==> src/rtl/bscan_pkg.sv <==
package bscan_pkg;

    typedef enum logic [1:0] {
        CK_IN    = 2'd0,
        CK_OUT   = 2'd1,
        CK_BIDIR = 2'd2
    } cell_kind_e;

    localparam int MAX_W = 3;

    typedef struct packed {
        logic [MAX_W-1:0] sr;
        logic [MAX_W-1:0] upd;
    } cell_state_t;

    // Pads 29 down to 0, two bits each
    localparam int DEF_PADS = 30;
    localparam logic [2*DEF_PADS-1:0] DEF_LAYOUT = {
        2'd0, 2'd0, 2'd0, 2'd2, 2'd2, 2'd0, 2'd0, 2'd1, 2'd1, 2'd1,
        2'd0, 2'd0, 2'd2, 2'd2, 2'd2, 2'd2, 2'd2, 2'd2, 2'd2, 2'd2,
        2'd0, 2'd2, 2'd0, 2'd1, 2'd1, 2'd1, 2'd0, 2'd0, 2'd2, 2'd2
    };

    function automatic int kind_width(cell_kind_e k);
        case (k)
            CK_OUT:   return 2;
            CK_BIDIR: return 3;
            default:  return 1;
        endcase
    endfunction

endpackage

==> src/rtl/bscan_cell.sv <==
module bscan_cell
    import bscan_pkg::*;
#(
    parameter cell_kind_e KIND = CK_IN
) (
    input  logic tck,
    input  logic trst_n,
    input  logic capture,
    input  logic shift,
    input  logic update,
    input  logic si,
    input  logic pad_in,
    input  logic core_out,
    input  logic core_oe,
    output logic so,
    output logic upd_oe,
    output logic upd_out
);

    localparam int W = kind_width(KIND);

    cell_state_t st_d, st_q;

    always_comb begin
        st_d = st_q;
        if (capture) begin
            case (KIND)
                CK_OUT:   st_d.sr = {1'b0, core_out, core_oe};
                CK_BIDIR: st_d.sr = {pad_in, core_out, core_oe};
                default:  st_d.sr = {2'b00, pad_in};
            endcase
        end else if (shift) begin
            case (W)
                1:       st_d.sr = {2'b00, si};
                2:       st_d.sr = {1'b0, si, st_q.sr[1]};
                default: st_d.sr = {si, st_q.sr[2:1]};
            endcase
        end else if (update) begin
            st_d.upd = st_q.sr;
        end
    end

    always_ff @(posedge tck or negedge trst_n) begin
        if (!trst_n) st_q <= '0;
        else         st_q <= st_d;
    end

    assign so = st_q.sr[0];

    generate
        if (KIND == CK_IN) begin : g_nodrive
            assign upd_oe  = 1'b0;
            assign upd_out = 1'b0;
        end else begin : g_drive
            assign upd_oe  = st_q.upd[0];
            assign upd_out = st_q.upd[1];
        end
    endgenerate

    // Serial entry lands in the cell's top bit
    assert_shift_entry_R2: assert property (@(posedge tck) disable iff (!trst_n)
        (shift && !capture) |=> (st_q.sr[W-1] == $past(si)));

    // Held pattern moves only on an update strobe
    assert_update_only_R6: assert property (@(posedge tck) disable iff (!trst_n)
        !update |=> $stable(st_q.upd));

    generate
        if (KIND == CK_IN) begin : g_cap_in
            assert_capture_in_R3: assert property (@(posedge tck) disable iff (!trst_n)
                capture |=> (st_q.sr[0] == $past(pad_in)));
        end else if (KIND == CK_OUT) begin : g_cap_out
            assert_capture_out_R4: assert property (@(posedge tck) disable iff (!trst_n)
                capture |=> (st_q.sr[1:0] == {$past(core_out), $past(core_oe)}));
        end else begin : g_cap_bidir
            assert_capture_bidir_R5: assert property (@(posedge tck) disable iff (!trst_n)
                capture |=> (st_q.sr == {$past(pad_in), $past(core_out), $past(core_oe)}));
        end
    endgenerate

endmodule

==> src/rtl/bscan_pad_mux.sv <==
module bscan_pad_mux
    import bscan_pkg::*;
#(
    parameter cell_kind_e KIND = CK_IN
) (
    input  logic extest,
    input  logic core_out,
    input  logic core_oe,
    input  logic upd_oe,
    input  logic upd_out,
    output logic pad_out,
    output logic pad_oe
);

    always_comb begin
        if (KIND == CK_IN) begin
            pad_oe  = 1'b0;
            pad_out = 1'b0;
        end else if (extest) begin
            pad_oe  = upd_oe;
            pad_out = upd_out;
        end else begin
            pad_oe  = core_oe;
            pad_out = core_out;
        end
    end

endmodule

==> src/rtl/bscan_chain.sv <==
module bscan_chain
    import bscan_pkg::*;
#(
    parameter int                      NPADS  = DEF_PADS,
    parameter logic [2*NPADS-1:0]      LAYOUT = DEF_LAYOUT
) (
    input  logic             tck,
    input  logic             trst_n,
    input  logic             tdi,
    output logic             tdo,
    input  logic             capture_dr,
    input  logic             shift_dr,
    input  logic             update_dr,
    input  logic             extest,
    input  logic [NPADS-1:0] pad_in,
    input  logic [NPADS-1:0] core_out,
    input  logic [NPADS-1:0] core_oe,
    output logic [NPADS-1:0] pad_out,
    output logic [NPADS-1:0] pad_oe
);

    // ser[k] leaves pad k's cell; ser[NPADS] is the entry from TDI
    logic [NPADS:0] ser;
    logic [NPADS-1:0] upd_oe, upd_out;

    assign ser[NPADS] = tdi;
    assign tdo        = ser[0];

    generate
        for (genvar k = 0; k < NPADS; k++) begin : g_pad
            localparam cell_kind_e KK = cell_kind_e'(LAYOUT[2*k +: 2]);

            bscan_cell #(.KIND(KK)) u_cell (
                .tck      (tck),
                .trst_n   (trst_n),
                .capture  (capture_dr),
                .shift    (shift_dr),
                .update   (update_dr),
                .si       (ser[k+1]),
                .pad_in   (pad_in[k]),
                .core_out (core_out[k]),
                .core_oe  (core_oe[k]),
                .so       (ser[k]),
                .upd_oe   (upd_oe[k]),
                .upd_out  (upd_out[k])
            );

            bscan_pad_mux #(.KIND(KK)) u_mux (
                .extest   (extest),
                .core_out (core_out[k]),
                .core_oe  (core_oe[k]),
                .upd_oe   (upd_oe[k]),
                .upd_out  (upd_out[k]),
                .pad_out  (pad_out[k]),
                .pad_oe   (pad_oe[k])
            );

            if (KK != CK_IN) begin : g_chk
                assert_passthrough_R9: assert property (@(posedge tck) disable iff (!trst_n)
                    !extest |-> (pad_oe[k] == core_oe[k] && pad_out[k] == core_out[k]));
            end
        end
    endgenerate

    // TAP raises at most one data-register strobe per cycle
    assert_strobe_exclusive_R2: assert property (@(posedge tck) disable iff (!trst_n)
        $onehot0({capture_dr, shift_dr, update_dr}));

    // Pads stay put in external test unless an update occurs
    assert_pad_hold_R6: assert property (@(posedge tck) disable iff (!trst_n)
        (extest && !update_dr) |=> (!extest || ($stable(pad_oe) && $stable(pad_out))));

endmodule

==> config.mk <==
export PLATFORM = sky130hd
export DESIGN_NAME = bscan_chain
export DESIGN_NICKNAME = d
export VERILOG_FILES = /design/src/rtl/bscan_pkg.sv /design/src/rtl/bscan_cell.sv /design/src/rtl/bscan_pad_mux.sv /design/src/rtl/bscan_chain.sv
export SDC_FILE = /design/constraint.sdc
export NUM_CORES = 1
export LEC_CHECK = 0
export BUFFER_PORTS_ARGS = -buffer_cell sky130_fd_sc_hd__buf_4
export CORE_UTILIZATION = 40
export CTS_BUF_LIST = sky130_fd_sc_hd__clkbuf_16
export CTS_CLUSTER_SIZE = 12
export DETAILED_ROUTE_END_ITERATION = 16
export PLACE_DENSITY = 0.77
export SETUP_SLACK_MARGIN = 0.02
export SYNTH_ARGS = -nofsm -noshare
export SYNTH_HDL_FRONTEND = slang
export SYNTH_SLANG_ARGS = --single-unit
==> constraint.sdc <==
create_clock -name tck -period 2.7 [get_ports tck]
set_input_delay 0 -clock tck [delete_from_list [all_inputs] [get_ports tck]]
set_output_delay 0 -clock tck [all_outputs]
set_load 0.01 [all_outputs]
==> impl_metrics.csv, run 1 <==
group,metric,value,unit
setup_path,critPathMaxStageDelay,0.64,ns
finish,fraction_of_layout_instances_using_a_drive_strength_above_1,0.346,
yosys,postSynthCellCount,453,
routing,drt_iter0_markers,108,
setup_path,crit_required,2.93,ns
yosys,number_of_flops_mapped_to_enable_cells_by_yosys,0,
pwr,worst_ir_drop_vdd,0.425,mV
clock_network,cts-htree-levels,3,
yosys,ys_async_sr_fraction,1.00,
finish,relative_area_change_from_synthesis_to_final_layout,27.8,%
timing,worst_clock_skew,0.00806,ns
clock_network,tritoncts,"built",
routing,drc,0,
timing,finalHoldViolCount,0,
flow_run,maxcap_viol_count,0,
grt,grt.total_usage,0.182,
routing,drt_first_pass_iters,4,
yosys,avgSynthCellArea,11.6,sq um
setup_path,endpoint_kind,"register",
place,post_dp_cell_area,5770,sq um
routing,top_layer_used,"met4",
timing,max_clock_freq,0.633,GHz
timing,final-setup-viol-count,0,
yosys,synth_top_area_frac,0.478,
clock_network,clk_pin_slew_worst_paths,0.07,ns
floorplanning,die_area,13500,sq um
setup_path,critPathTopFamily,"buffers and inverters",
routing,route.final.wire_length,11600,um
floorplanning,floorplan.initialDensity,0.413,
floorplanning,row_count,41,
routing,detailed_routed_wire_length_on_met3,394,um
yosys,synth_top_cells_by_area,"sky130_fd_sc_hd__dfrtp_1 48%, sky130_fd_sc_hd__mux2_2 12%, sky130_fd_sc_hd__mux2i_1 12%",
place,dp_cells,670,
clock_network,tritoncts_buffer_count,9,
place,hpwlAfterDp,7020,um
clock_network,clock_sink_count,100,
finish,finish.net_count,670,
grt,grt_antenna_before_repair,0,
setup_path,critPathBufInv,3,
timing,final_max_slew_viol_count,0,
clock_network,clock-root-buffer,"sky130_fd_sc_hd__clkbuf_16",
timing,fin_worst_hold_slack,0.103,ns
place,pre_cts_slack,1.18,ns
yosys,register_area_share_after_synthesis,0.478,
timing,worst_slew_margin_rel,0.538,
routing,detail-route-antenna-nets,0,
setup_path,critical_path_arrival,1.81,ns
setup_path,crit_path_cell_trace,"buf_4 -> buf_4 -> o21ai_0 -> dlygate4sd3_1",
timing,post-route-period-util,0.585,
routing,met1_length,5140,um
clock_network,postCtsResizedCells,0,
routing,routed_via_density,4.74,
floorplanning,die-height,116,um
setup_path,setup.worst_path.start_class,"input pin",
yosys,syn-cell-area,5230,sq um
setup_path,path_common_cell,"sky130_fd_sc_hd__buf_4",
grt,grt_start_max_net_pins,81,
grt,grt.overflow.total,0,
place,place_congestion,0.747,
timing,measured_slew_at_the_worst_slew_check_pin,0.693,ns
yosys,synthesis_warning_total,0,
pwr,static-leakage-power,3.20,nW
yosys,synth.most_common_cell,"sky130_fd_sc_hd__dfrtp_1",
grt,via_count_of_the_first_global_routing_pass,3656,
yosys,synth_seq_cells,100,
pwr,p_total,4.04,mW
yosys,synth.lib_cells_used.distinct,14,
timing,grt_setup_unrepaired,"no",
floorplanning,placeableCoreArea,12700,sq um
yosys,synth_flop_cell,"sky130_fd_sc_hd__dfrtp_1",
clock_network,worst_skew_pair.late_latency,0.35,ns
finish,antennaDiodeCount,0,
outcome,status,"complete, no violations",
timing,final.setup.tns,0,ns
setup_path,cp_max_fo,80,
finish,final_core_util,0.528,
routing,post_drt_wl_per_cell,15.4,um
place,port_buffers,107,
finish,finish.instance_area,6690,sq um
yosys,netlist.top_cell.by_area,"sky130_fd_sc_hd__dfrtp_1",
timing,worst_slack,1.12,ns
setup_path,criticalPathCategory,"input pin to register",
timing,layout_min_cycle_time,1.58,ns
setup_path,critical_path.slowest_cell,"sky130_fd_sc_hd__buf_4",
pwr,cellPowerDensity,603,nW/um^2
finish,post_layout_nonfiller_instances,750,
floorplanning,die_w,116,um
yosys,synth.top_cells.by_count,"100 x sky130_fd_sc_hd__dfrtp_1, 62 x sky130_fd_sc_hd__buf_4, 62 x sky130_fd_sc_hd__mux2i_1, 62 x sky130_fd_sc_hd__nand2_1, 62 x sky130_fd_sc_hd__o21ai_0",
routing,met2RoutedLength,5880,um
grt,grt_first_pass_wirelength,18500,um
clock_network,cts_buffer_depth,2,
routing,via_count,3555,
min_path,worst_hold_path_type,"input pin to register",
floorplanning,design.portCount,158,
[placed cells by master, fill, tap and decap left out, types with 2 or more instances in the layout]
cell and instances:
sky130_fd_sc_hd__buf_4 112, sky130_fd_sc_hd__mux2_4 18, sky130_fd_sc_hd__mux2i_1 62, sky130_fd_sc_hd__dfrtp_1 100, sky130_fd_sc_hd__nand2_1 62, sky130_fd_sc_hd__o21ai_0 62, sky130_fd_sc_hd__mux2_1 2, sky130_fd_sc_hd__mux2_2 56
sky130_fd_sc_hd__dlygate4sd3_1 64, sky130_fd_sc_hd__clkbuf_16 9, sky130_fd_sc_hd__clkinv_1 4, sky130_fd_sc_hd__conb_1 22
[cell type report]
class / instances / area (sq um)
Fill cell: 1099 / 5980
Sequential cell: 100 / 2500
Multi-Input combinational cell: 285 / 2190
Timing Repair Buffer: 177 / 1500
Clock buffer: 9 / 225
Tap cell: 172 / 215
Clock inverter: 7 / 57.6
[kinds of logic (layout without fill, tap and decap cells)]
group           count (synthesis)  in the layout  share of synthesized area
mux                           138            138                      0.295
buf+inv                        89            193                      0.120
other cells                     1             22                   0.000717
simple gates                   63             63                     0.0469
flops                         100            100                      0.478
compound gates                 62             62                     0.0593
[flip-flops by register name (all words and copies together), names as in the netlist]
name and flops:
g_pad.u_cell.so 30, g_pad.u_cell.st_q 32, g_pad.u_cell.upd_oe 19, g_pad.u_cell.upd_out 19
[timing repair]
item	in CTS	in global routing
setup endpoints to repair	0	0
buffers inserted	0	0
hold endpoints to repair	111	0
hold buffers	64	0
[worst min-delay path, cell delays in order]
cell                      delay, ns
sky130_fd_sc_hd__buf_4         0.24
sky130_fd_sc_hd__nand2_1       0.10
sky130_fd_sc_hd__o21ai_0       0.06
[report_power, final]
| part | switching, mW | leakage (nW) | total, mW | internal [mW] |
|---|---|---|---|---|
| clock network | 0.556 | 0.135 | 1.26 | 0.704 |
| logic | 0.363 | 1.84 | 0.905 | 0.542 |
| registers | 0.143 | 1.22 | 1.87 | 1.73 |
| total | 1.06 | 3.20 | 4.04 | 2.97 |
[final timing paths]
kind	from	endpoint	slack, ns	depth (start not counted)
worst max-delay path	capture_dr	g_pad[29].u_cell.so$_DFFE_PN0P_	1.12	4
worst min-delay path	capture_dr	g_pad[20].u_cell.so$_DFFE_PN0P_	0.10	3
worst max register to register	g_pad[29].u_cell.so$_DFFE_PN0P_	g_pad[29].u_cell.so$_DFFE_PN0P_	1.43	3
worst min register to register	g_pad[17].u_cell.upd_oe$_DFFE_PN0P_	g_pad[17].u_cell.upd_oe$_DFFE_PN0P_	0.49	1
max in group asynchronous	trst_n	g_pad[5].u_cell.upd_out$_DFFE_PN0P_	1.75	3
min in group asynchronous	trst_n	g_pad[1].u_cell.upd_out$_DFFE_PN0P_	0.21	2
[metal layers]
layer | track usage | up-vias
met5 | 0 | -
met4 | 0.0615 | 0
met3 | 0.0462 | 13
met2 | 0.308 | 87
met1 | 0.225 | 1745
li1 | - | 1710
(Power assumes the default switching activity.)
==> run 2: changes to the inputs <==
==> constraint.sdc (replaced) <==
create_clock -name tck -period 1.5 [get_ports tck]
set_input_delay 0 -clock tck [delete_from_list [all_inputs] [get_ports tck]]
set_output_delay 0 -clock tck [all_outputs]
set_load 0.01 [all_outputs]
==> impl_metrics.csv, run 2 (synthesis results as in run 1) <==
group,metric,value,unit
timing,worst_clock_skew,0.00901,ns
clock_network,clock-root-buffer,"sky130_fd_sc_hd__clkbuf_16",
pwr,static-leakage-power,3.22,nW
pwr,worst_ir_drop_vdd,0.653,mV
floorplanning,design.portCount,158,
setup_path,critPathTopFamily,"buffers and inverters",
finish,layout_commonest_cell,"sky130_fd_sc_hd__buf_4",
finish,final_core_util,0.533,
grt,grt.overflow.total,0,
floorplanning,row_count,41,
grt,grt.total_usage,0.178,
setup_path,cp_max_fo,2,
timing,worst_slack,0.210,ns
place,hpwlAfterDp,6710,um
grt,grtUsageMet1,0.211,
clock_network,clock_sink_count,100,
place,place_congestion,0.687,
clock_network,tritoncts_buffer_count,9,
setup_path,crit_required,1.73,ns
setup_path,criticalPathCategory,"register to register",
grt,grt.met2_usage,0.318,
setup_path,critical_path_arrival,1.52,ns
routing,post_drt_wl_per_cell,15.3,um
floorplanning,die_area,13500,sq um
finish,antennaDiodeCount,0,
setup_path,critPathBufInv,1,
pwr,p_total,7.46,mW
routing,route.final.wire_length,11500,um
grt,grt_first_pass_wirelength,18300,um
routing,via_count,3582,
setup_path,setup.worst_path.start_class,"register",
timing,finalHoldViolCount,0,
floorplanning,die_w,116,um
timing,fin_worst_hold_slack,0.147,ns
setup_path,endpoint_kind,"register",
timing,final-setup-viol-count,0,
pwr,cellPowerDensity,1100,nW/um^2
timing,worst_slew_margin_rel,0.613,
floorplanning,floorplan.initialDensity,0.413,
setup_path,critical_path.slowest_cell,"sky130_fd_sc_hd__dlygate4sd3_1",
place,port_buffers,107,
grt,grt_antenna_before_repair,0,
finish,final_cell_mix,"109 x sky130_fd_sc_hd__buf_4, 100 x sky130_fd_sc_hd__dfrtp_1, 64 x sky130_fd_sc_hd__dlygate4sd3_1",
setup_path,timing.reg2reg.worst_path_depth,3,
clock_network,tritoncts,"built",
finish,largest_register_ffs,32,
min_path,worst_hold_path_type,"input pin to async pin",
timing,final_max_slew_viol_count,0,
grt,grt_start_max_net_pins,125,
timing,final.setup.tns,0,ns
setup_path,critPathMaxStageDelay,0.58,ns
routing,drt_first_pass_iters,4,
timing,measured_slew_at_the_worst_slew_check_pin,0.581,ns
setup_path,crit_path_cell_trace,"mux2i_1 -> o21ai_0 -> dlygate4sd3_1",
grt,global_route.peak_usage_layer,"met2",
floorplanning,die-height,116,um
finish,top_register,"g_pad.u_cell.st_q",
timing,layout_min_cycle_time,1.29,ns
grt,via_count_of_the_first_global_routing_pass,3767,
routing,detail-route-antenna-nets,0,
timing,grt_setup_unrepaired,"no",
timing,max_clock_freq,0.775,GHz
place,pre_cts_slack,0.323,ns
routing,drc,0,
setup_path,timing.critical_path.depth,3,
finish,finish.net_count,670,
flow_run,maxcap_viol_count,0,
routing,drt_iter0_markers,137,
clock_network,cts-htree-levels,3,
finish,relative_area_change_from_synthesis_to_final_layout,29.1,%
clock_network,worst_skew_pair.late_latency,0.35,ns
outcome,status,"complete, no violations",
finish,n_fill_cell,1075,
routing,routed_via_density,4.78,
timing,post-route-period-util,0.860,
floorplanning,placeableCoreArea,12700,sq um
grt,globalRouteMet3Util,0.0415,
clock_network,clk_pin_slew_worst_paths,0.07,ns
clock_network,cts_buffer_depth,2,
finish,fraction_of_layout_instances_using_a_drive_strength_above_1,0.350,
[run 2: final cells by class]
| class | count | area, sq um | share of cell area |
|---|---|---|---|
| sequential | 100 | 2500 | 0.370 |
| multi-input combinational | 285 | 2190 | 0.324 |
| timing repair buffer | 177 | 1540 | 0.228 |
| clock buffer | 9 | 225 | 0.0333 |
| tap | 172 | 215 | 0.0318 |
| clock inverter | 6 | 88.8 | 0.0131 |
[run 2: path summary, 6_finish.rpt]
kind | start | to | slack [ns]
worst max-delay path | g_pad[29].u_cell.so$_DFFE_PN0P_ | g_pad[29].u_cell.so$_DFFE_PN0P_ | 0.21
worst min-delay path | trst_n | g_pad[17].u_cell.so$_DFFE_PN0P_ | 0.15
worst max register to register | g_pad[29].u_cell.so$_DFFE_PN0P_ | g_pad[29].u_cell.so$_DFFE_PN0P_ | 0.21
worst min register to register | g_pad[17].u_cell.upd_oe$_DFFE_PN0P_ | g_pad[17].u_cell.upd_oe$_DFFE_PN0P_ | 0.49
max in group asynchronous | trst_n | g_pad[6].u_cell.so$_DFFE_PN0P_ | 0.71
min in group tck | capture_dr | g_pad[26].u_cell.st_q[4]$_DFFE_PN0P_ | 0.25
[run 2: repair_timing]
| item | in CTS | in global routing |
|---|---|---|
| endpoints found under the setup margin | 0 | 0 |
| setup buffers | 0 | 0 |
| hold endpoints to repair | 96 | 0 |
| hold buffers | 64 | 0 |
| resized for setup | 0 | 0 |
[run 2: where the power goes]
part / internal [mW] / leakage [nW] / switching, mW
Sequential: 3.11 / 1.22 / 0.255
Clock: 1.46 / 0.150 / 0.999
Combinational: 0.985 / 1.85 / 0.656
Total: 5.55 / 3.22 / 1.91
[run 2: metal layers]
| metal | wire [um] | vias up | part of all wire |
|---|---|---|---|
| met1 | 5030 | 1770 | 0.44 |
| met4 | 153 | 0 | 0.013 |
| met5 | 0 | - | 0 |
| met3 | 401 | 15 | 0.035 |
| li1 | - | 1705 | - |
| met2 | 5870 | 92 | 0.51 |
[run 2: through the flow]
stage,cells,instance area [sq um]
after floorplan,474,5310
after CTS,749,6760
after global placement,670,5800
after detailed placement,670,5800
final,749,6760
after global routing,749,6760
==> run 3: changes to the inputs <==
--- a/config.mk
+++ b/config.mk
@@ -5,12 +5,12 @@
 export SDC_FILE = /design/constraint.sdc
 export NUM_CORES = 1
 export LEC_CHECK = 0
-export BUFFER_PORTS_ARGS = -buffer_cell sky130_fd_sc_hd__buf_4
 export CORE_UTILIZATION = 40
 export CTS_BUF_LIST = sky130_fd_sc_hd__clkbuf_16
 export CTS_CLUSTER_SIZE = 12
 export DETAILED_ROUTE_END_ITERATION = 16
-export PLACE_DENSITY = 0.77
+export DONT_BUFFER_PORTS = 1
+export PLACE_DENSITY = 0.66
 export SETUP_SLACK_MARGIN = 0.02
 export SYNTH_ARGS = -nofsm -noshare
 export SYNTH_HDL_FRONTEND = slang
==> impl_metrics.csv, run 3 (synthesis results as in run 1) <==
group,metric,value,unit
floorplanning,die_w,116,um
finish,antennaDiodeCount,0,
pwr,cellPowerDensity,1110,nW/um^2
pwr,sequential_share_of_power,0.487,
flow_run,maxcap_viol_count,0,
setup_path,worst_r2r_startpoint,"g_pad[21].u_cell.so$_DFFE_PN0P_",
setup_path,setup.worst_path.end,"g_pad[21].u_cell.so$_DFFE_PN0P_",
pwr,static-leakage-power,2.86,nW
outcome,violations,"hold timing",
grt,grt_first_pass_wirelength,18100,um
timing,worst_clock_skew,0.00436,ns
setup_path,timing.rr.end,"g_pad[21].u_cell.so$_DFFE_PN0P_",
floorplanning,die_area,13500,sq um
grt,grt_antenna_before_repair,0,
routing,drc,0,
timing,final_max_slew_viol_count,0,
pwr,worst_ir_drop_vdd,0.804,mV
timing,grt_setup_unrepaired,"no",
setup_path,setup.worst_path.start_class,"register",
routing,route.final.wire_length,11300,um
routing,post_drt_wl_per_cell,16.8,um
floorplanning,die-height,116,um
clock_network,clk_pin_slew_worst_paths,0.07,ns
timing,final.setup.tns,0,ns
grt,grt_start_max_net_pins,101,
clock_network,cts_hold_buffers,102,
setup_path,timing.reg2reg.worst_path_depth,3,
place,dp_cells,558,
timing,layout_min_cycle_time,1.37,ns
routing,drt_iter0_markers,149,
grt,grt.total_usage,0.178,
place,port_buffers,0,
pwr,share_clk_of_total_power,0.325,
finish,relative_area_change_from_synthesis_to_final_layout,19.4,%
floorplanning,floorplan.initialDensity,0.413,
timing,final-setup-viol-count,0,
pwr,swShare,0.247,
setup_path,cp_max_fo,3,
finish,fraction_of_layout_instances_using_a_drive_strength_above_1,0.179,
routing,detail-route-antenna-nets,0,
pwr,combinationalPowerShare,0.188,
place,place_congestion,0.716,
finish,top_register,"g_pad.u_cell.st_q",
routing,routed_via_density,4.92,
timing,fin_worst_hold_slack,-0.651,ns
clock_network,clock-root-buffer,"sky130_fd_sc_hd__clkbuf_16",
floorplanning,design.portCount,158,
pwr,power.internal,5.22,mW
timing,post-route-period-util,0.912,
setup_path,criticalPathCategory,"register to register",
outcome,status,"complete, but fails checks",
clock_network,cts_post_setup_buffers_inserted,0,
clock_network,clock_sink_count,100,
setup_path,timing.reg2reg.setup_slack,0.13,ns
finish,post_layout_nonfiller_instances,676,
min_path,worst_hold_path_type,"input pin to async pin",
timing,max_clock_freq,0.731,GHz
setup_path,critical_path_arrival,1.58,ns
place,hpwlAfterDp,5900,um
finish,final_cell_mix,"101 x sky130_fd_sc_hd__dlygate4sd3_1, 100 x sky130_fd_sc_hd__dfrtp_1, 62 x sky130_fd_sc_hd__mux2i_1, 62 x sky130_fd_sc_hd__nand2_1, 62 x sky130_fd_sc_hd__o21ai_0",
routing,via_count,3326,
routing,drt_first_pass_iters,4,
finish,layout_commonest_cell,"sky130_fd_sc_hd__dlygate4sd3_1",
clock_network,worst_skew_pair.late_latency,0.34,ns
clock_network,tritoncts,"built",
clock_network,tritoncts_buffer_count,9,
finish,final_core_util,0.493,
floorplanning,row_count,41,
setup_path,endpoint_kind,"register",
setup_path,crit_required,1.72,ns
clock_network,cts-htree-levels,3,
setup_path,timing.critical_path.from,"g_pad[21].u_cell.so$_DFFE_PN0P_",
grt,via_count_of_the_first_global_routing_pass,3603,
floorplanning,placeableCoreArea,12700,sq um
clock_network,cts_buffer_depth,2,
pwr,power.switching,1.71,mW
finish,finish.net_count,596,
timing,finalHoldViolCount,100,
finish,largest_register_ffs,32,
grt,grt.overflow.total,0,
-- run 3: cell count changes in the layout (fill, tap and decap cells not counted), sizes merged --
cell,previous run,this run
bufinv,2,1
buf,113,2
clkinv,2,4
dlygate4sd3,64,101
-- run 3: power by group through the flow --
stage	clock network [mW]	registers [mW]	logic, mW
CTS	2.33	3.37	1.29
global placement	0	3.39	0.900
detailed placement	0	3.41	0.923
global route	2.44	3.42	1.42
floorplan	0	3.31	1.20
finish	2.25	3.37	1.30
-- run 3: routing by layer --
metal / vias to the layer above / global-route usage / share of wire
met3: 12 / 0.0441 / 0.035
met4: 0 / 0.0564 / 0.014
met2: 77 / 0.320 / 0.53
met1: 1674 / 0.208 / 0.42
met5: - / 0 / 0
li1: 1563 / - / -
-- run 3: worst min-delay path by stage --
stage | from | to | depth (start not counted)
global placement | trst_n | g_pad[17].u_cell.upd_out$_DFFE_PN0P_ | 0
floorplan | trst_n | g_pad[0].u_cell.so$_DFFE_PN0P_ | 0
finish | trst_n | g_pad[17].u_cell.st_q[5]$_DFFE_PN0P_ | 0
detailed placement | trst_n | g_pad[17].u_cell.upd_out$_DFFE_PN0P_ | 0
global route | trst_n | g_pad[17].u_cell.st_q[5]$_DFFE_PN0P_ | 0
CTS | trst_n | g_pad[17].u_cell.st_q[5]$_DFFE_PN0P_ | 0
-- run 3: area by class of cell --
cell class	count	area [sq um]
Timing Repair Buffer	103	1060
Sequential cell	100	2500
Clock buffer	9	225
Multi-Input combinational cell	285	2190
Tap cell	172	215
Clock inverter	7	58.8
Fill cell	1163	6420
-- run 3: critical path, stage by stage, from the launching register on --
cell and delay [ns]:
sky130_fd_sc_hd__dfrtp_1 0.41, sky130_fd_sc_hd__mux2i_1 0.14, sky130_fd_sc_hd__o21ai_0 0.11, sky130_fd_sc_hd__dlygate4sd3_1 0.59
-- run 3: what timing repair did --
item	in CTS	in global routing
hold endpoints to repair	162	100
resized for setup	0	0
endpoints found under the setup margin	0	0
-- run 3: per-stage QoR --
stage | total power, mW | area, sq um | worst slack [ns]
2_1_floorplan | 4.51 | 5310 | 0.407
3_3_place_gp | 4.29 | 4930 | 0.450
3_5_place_dp | 4.34 | 4930 | 0.429
4_1_cts | 6.99 | 6250 | 0.175
5_1_grt | 7.28 | 6250 | 0.0615
6_report | 6.93 | 6250 | 0.133
